--- src/rtl/cal_alarm_pkg.sv ---
package cal_alarm_pkg;

    localparam int NUM_FIELDS = 6;
    localparam int ADDR_W     = 4;
    localparam int DATA_W     = 8;
    localparam int VAL_W      = DATA_W - 1;
    localparam int IDX_W      = $clog2(NUM_FIELDS);
    localparam int ALARM_BASE = 8;
    localparam int CTRL_ADDR  = ALARM_BASE + NUM_FIELDS;
    localparam int FLAG_BIT   = 0;
    localparam int AIE_BIT    = 3;

    typedef struct packed {
        logic             en;
        logic [VAL_W-1:0] val;
    } alarm_field_t;

    typedef enum logic [IDX_W-1:0] {
        FLD_SEC  = 3'd0,
        FLD_MIN  = 3'd1,
        FLD_HOUR = 3'd2,
        FLD_WDAY = 3'd3,
        FLD_DAY  = 3'd4,
        FLD_MON  = 3'd5
    } field_e;

    function automatic logic is_alarm_addr(input logic [ADDR_W-1:0] a);
        return (a >= ADDR_W'(ALARM_BASE)) && (a < ADDR_W'(CTRL_ADDR));
    endfunction

    function automatic logic [IDX_W-1:0] field_of(input logic [ADDR_W-1:0] a);
        logic [ADDR_W-1:0] off;
        off = a - ADDR_W'(ALARM_BASE);
        return off[IDX_W-1:0];
    endfunction

    function automatic logic is_ctrl_addr(input logic [ADDR_W-1:0] a);
        return a == ADDR_W'(CTRL_ADDR);
    endfunction

endpackage

--- src/rtl/alarm_regbank.sv ---
module alarm_regbank
    import cal_alarm_pkg::*;
(
    input  logic                              clk,
    input  logic                              rst,
    input  logic                              we,
    input  logic [ADDR_W-1:0]                 addr,
    input  logic [DATA_W-1:0]                 wdata,
    output alarm_field_t [NUM_FIELDS-1:0]     fields
);

    logic                 sel_alarm;
    logic [IDX_W-1:0]     sel_idx;

    assign sel_alarm = is_alarm_addr(addr);
    assign sel_idx   = field_of(addr);

    for (genvar g = 0; g < NUM_FIELDS; g++) begin : g_field
        always_ff @(posedge clk) begin
            if (rst) begin
                fields[g] <= '0;
            end else if (we && sel_alarm && (sel_idx == IDX_W'(g))) begin
                fields[g] <= alarm_field_t'(wdata);
            end
        end
    end

endmodule

--- src/rtl/field_match.sv ---
module field_match
    import cal_alarm_pkg::*;
(
    input  alarm_field_t [NUM_FIELDS-1:0]             fields,
    input  logic [NUM_FIELDS-1:0][VAL_W-1:0]          now_val,
    output logic                                      hit,
    output logic                                      any_en
);

    logic [NUM_FIELDS-1:0] field_ok;
    logic [NUM_FIELDS-1:0] en_vec;

    for (genvar g = 0; g < NUM_FIELDS; g++) begin : g_cmp
        assign en_vec[g]   = fields[g].en;
        assign field_ok[g] = !fields[g].en || (fields[g].val == now_val[g]);
    end

    assign any_en = |en_vec;
    assign hit    = any_en && (&field_ok);

endmodule

--- src/rtl/alarm_ctrl.sv ---
module alarm_ctrl
    import cal_alarm_pkg::*;
(
    input  logic              clk,
    input  logic              rst,
    input  logic              tick,
    input  logic              hit,
    input  logic              we,
    input  logic [ADDR_W-1:0] addr,
    input  logic [DATA_W-1:0] wdata,
    output logic              flag,
    output logic              aie
);

    logic ctrl_wr;
    logic clear_req;
    logic set_req;

    assign ctrl_wr   = we && is_ctrl_addr(addr);
    assign clear_req = ctrl_wr && !wdata[FLAG_BIT];
    assign set_req   = tick && hit;

    always_ff @(posedge clk) begin
        if (rst) begin
            flag <= 1'b0;
        end else if (set_req) begin
            flag <= 1'b1;
        end else if (clear_req) begin
            flag <= 1'b0;
        end
    end

    always_ff @(posedge clk) begin
        if (rst) begin
            aie <= 1'b0;
        end else if (ctrl_wr) begin
            aie <= wdata[AIE_BIT];
        end
    end

endmodule

--- src/rtl/cal_alarm_match.sv ---
module cal_alarm_match
    import cal_alarm_pkg::*;
(
    input  logic              clk,
    input  logic              rst,
    input  logic              sec_tick,
    input  logic [7:0]        now_sec,
    input  logic [7:0]        now_min,
    input  logic [7:0]        now_hour,
    input  logic [7:0]        now_wday,
    input  logic [7:0]        now_day,
    input  logic [7:0]        now_mon,
    input  logic              bus_we,
    input  logic [3:0]        bus_addr,
    input  logic [7:0]        bus_wdata,
    output logic [7:0]        bus_rdata,
    output logic              alarm_irq
);

    alarm_field_t [NUM_FIELDS-1:0]        fields;
    logic [NUM_FIELDS-1:0][VAL_W-1:0]     now_val;
    logic                                 hit;
    logic                                 any_en;
    logic                                 alarm_flag;
    logic                                 alarm_ie;

    always_comb begin
        now_val[FLD_SEC]  = now_sec[VAL_W-1:0];
        now_val[FLD_MIN]  = now_min[VAL_W-1:0];
        now_val[FLD_HOUR] = now_hour[VAL_W-1:0];
        now_val[FLD_WDAY] = now_wday[VAL_W-1:0];
        now_val[FLD_DAY]  = now_day[VAL_W-1:0];
        now_val[FLD_MON]  = now_mon[VAL_W-1:0];
    end

    alarm_regbank u_regs (
        .clk    (clk),
        .rst    (rst),
        .we     (bus_we),
        .addr   (bus_addr),
        .wdata  (bus_wdata),
        .fields (fields)
    );

    field_match u_match (
        .fields  (fields),
        .now_val (now_val),
        .hit     (hit),
        .any_en  (any_en)
    );

    alarm_ctrl u_ctrl (
        .clk   (clk),
        .rst   (rst),
        .tick  (sec_tick),
        .hit   (hit),
        .we    (bus_we),
        .addr  (bus_addr),
        .wdata (bus_wdata),
        .flag  (alarm_flag),
        .aie   (alarm_ie)
    );

    always_comb begin
        bus_rdata = '0;
        if (is_alarm_addr(bus_addr)) begin
            bus_rdata = fields[field_of(bus_addr)];
        end else if (is_ctrl_addr(bus_addr)) begin
            bus_rdata[FLAG_BIT] = alarm_flag;
            bus_rdata[AIE_BIT]  = alarm_ie;
        end
    end

    assign alarm_irq = alarm_flag && alarm_ie;

endmodule

--- config.mk ---
export PLATFORM = sky130hd
export DESIGN_NAME = cal_alarm_match
export DESIGN_NICKNAME = d
export VERILOG_FILES = /design/src/rtl/cal_alarm_pkg.sv /design/src/rtl/alarm_regbank.sv /design/src/rtl/field_match.sv /design/src/rtl/alarm_ctrl.sv /design/src/rtl/cal_alarm_match.sv
export SDC_FILE = /design/constraint.sdc
export NUM_CORES = 1
export LEC_CHECK = 0
export BUFFER_PORTS_ARGS = -buffer_cell sky130_fd_sc_hd__buf_2
export CAP_MARGIN = 20
export CORE_UTILIZATION = 35
export DETAILED_ROUTE_END_ITERATION = 10
export GPL_TIMING_DRIVEN = 0
export PLACE_DENSITY_LB_ADDON = 0.25
export SLEW_MARGIN = 20
export SYNTH_ARGS = -nofsm -noshare
export SYNTH_HDL_FRONTEND = slang
export SYNTH_SLANG_ARGS = --single-unit
--- constraint.sdc ---
create_clock -name clk -period 1.95 [get_ports clk]
set_input_delay 0.2925 -clock clk [delete_from_list [all_inputs] [get_ports clk]]
set_output_delay 0.2925 -clock clk [all_outputs]
set_load 0.005 [all_outputs]
==> metrics.cfg <==
[place]
gp_congestion = 0.785
dp.cells = 447
place.port_buffers = 64
dp_hpwl_um = 6030

[clocking]
cts_made_buffers = 5
post_cts_buffers = 0
cts_max_level = 2
tritoncts = built
clk-insertion-delay-late_ns = 0.31
clkTransAtPathRegs_ns = 0.10
postCtsHoldBufs = 0
cts_sinks = 50
clk_path_buf_depth = 2
root_buffer = clkbuf_8
post_cts_resized = 0

[floorplanning]
die_y_um = 91.1
start_util = 0.362
die_w_um = 91.1
core_sq_um = 7690
ioPinCount = 73
dieArea_sq_um = 8310
num_rows = 32

[detailed_routing]
detail_route.first_pass.iterations = 4
drt_wl_total_um = 7940
post_drt_via_cell_ratio = 5.06
ant_nets = 0
drt_iter0_markers = 87
wl_per_cell_um = 17.5
vias = 2302
remaining_drc_errors = 0

[global_routing]
antenna_found_initial = 0
grt_start_max_net_pins = 15
grt_pass1_vias = 2361
groute.usage.overall = 0.199
grt-ovfl-total = 0
grt_pass1_wl_um = 12600

[worst_setup_path]
endpoint_kind = output port
crit_family = multiplexers
slowest_stage = mux4_2
path_max_fanout = 3
worstPathCellList = mux4_2, inv_1, o22ai_1, and2_1, buf_2
crit_type = reg -> out
crit_path_max_incr_delay_ns = 0.50
critPathLaunchType = flip-flop
worstPathRequired_ns = 1.66
critPathArrivalTime_ns = 1.61
cp_num_buf_inv = 2

[cells_and_area]
final_common_cell = buf_2
num_antenna_cells = 0
finalNetCount = 416
instances_no_fill = 455
syn2layout_area_growth_pct = 20.1
layout-drive-gt1-share = 0.261
mostFrequentLayoutCells = 67 x buf_2, 58 x mux2i_1, 50 x nor2_1, 50 x dfxtp_1, 27 x xnor2_1

[timing]
max_slew_margin = 0.560
setup_viol = 0
final.setup.tns_ns = 0
clock_skew_ns = 0.00484
slew_viol_final = 0
min_period_ns = 1.90
hold_ws_ns = 0.262
worstMarginPinSlew_ns = 0.659
min_period_over_period = 0.977
rsz0062_at_grt = false
clock.fmax_ghz = 0.525
hold_violations = 0

[yosys]
syn_area_sq_um = 2780
synth_cell_types = 30
synth_nets = 345
yosys_warnings = 0
seq_area_frac_synth = 0.360
postSynthAreaPerCell_sq_um = 9.90
synth_edf_count = 0
async_flop_share = 0
synth_ff_type = dfxtp_1
syn_inst = 281
synth_seq_cells = 50

[power_and_ir_drop]
power_per_cell_area_nw_per_um2 = 614
irDropWorstVdd_mv = 0.281
leakage_uw = 0.00140

[min_path]
hold_class = in -> reg

[job]
maxCapViolCount = 0

[status]
run_status = complete, no violations

[synth_stat cells (5+ instances only)]
library cell | instances | area [sq um]
o41ai_1 | 5 | 43.8
xnor2_1 | 27 | 236
dfxtp_1 | 50 | 1000
mux4_2 | 7 | 158
nor2_1 | 50 | 188
mux2i_1 | 58 | 581
o22ai_1 | 7 | 43.8
xor2_1 | 15 | 131
inv_1 | 7 | 26.3
nand4_1 | 9 | 56.3
clkbuf_1 | 6 | 22.5
and2_1 | 7 | 43.8
[through the flow]
stage | setup slack [ns] | area (sq um) | power, uW | util
3_5_place_dp | 0.146 | 3230 | 1340 | 0.420
4_1_cts | 0.0482 | 3340 | 2050 | 0.434
3_3_place_gp | 0.130 | 3230 | 1340 | 0.420
5_1_grt | 0.00418 | 3340 | 2120 | 0.434
6_report | 0.0451 | 3340 | 2050 | 0.434
2_1_floorplan | 0.465 | 2780 | 1210 | -
[cell families (layout without fill, tap and decap cells)]
| group | count (synthesis) | after routing | share of synthesized area |
|---|---|---|---|
| DFF | 50 | 50 | 0.360 |
| xor gates and xnor gates | 42 | 42 | 0.132 |
| AOI/OAI and AO/OA | 18 | 18 | 0.0436 |
| and+or+nand+nor | 85 | 85 | 0.150 |
| muxes | 66 | 66 | 0.275 |
| buffers and inverters | 20 | 92 | 0.0391 |
[tightest hold or removal path, stage by stage]
cell and delay [ns]:
buf_2 0.11, nand4_1 0.06, o21ai_0 0.07
[report_power, final]
group	switching [uW]	internal, uW	leakage (uW)
Sequential	13.8	1030	0.000404
Combinational	146	126	0.000940
Clock	370	359	0.0000575
Total	530	1520	0.00140
[per-layer routing]
| metal | share of wire | global-route usage | vias to the layer above |
|---|---|---|---|
| li1 | - | - | 1113 |
| met1 | 0.49 | 0.280 | 1100 |
| met2 | 0.44 | 0.311 | 81 |
| met3 | 0.054 | 0.0394 | 8 |
| met4 | 0.013 | 0.0556 | 0 |
| met5 | 0 | 0 | - |
[final timing paths]
| path | to | from | slack [ns] | cells after the start |
|---|---|---|---|---|
| worst max register to register | u_ctrl.flag$_SDFFE_PP0P_ | u_regs.fields[35]$_SDFFE_PP0P_ | 0.35 | 5 |
| worst min-delay path | u_ctrl.flag$_SDFFE_PP0P_ | sec_tick | 0.26 | 3 |
| worst min register to register | u_ctrl.aie$_SDFFE_PP0P_ | u_ctrl.aie$_SDFFE_PP0P_ | 0.52 | 2 |
| worst max-delay path | bus_rdata[6] | u_regs.fields[14]$_SDFFE_PP0P_ | 0.05 | 5 |
[final cells by class]
class | instances | area, sq um
timing repair buffer | 64 | 320
sequential | 50 | 1000
fill | 798 | 4350
clock buffer | 8 | 110
tap | 102 | 128
buffer | 13 | 82.6
inverter | 7 | 26.3
multi-input combinational | 211 | 1670
[state kept, by name (all words and copies together), names as in the netlist]
name,flops
u_ctrl.aie,1
u_regs.fields,48
u_ctrl.flag,1
No activity file was read; power rests on OpenSTA's default activity.
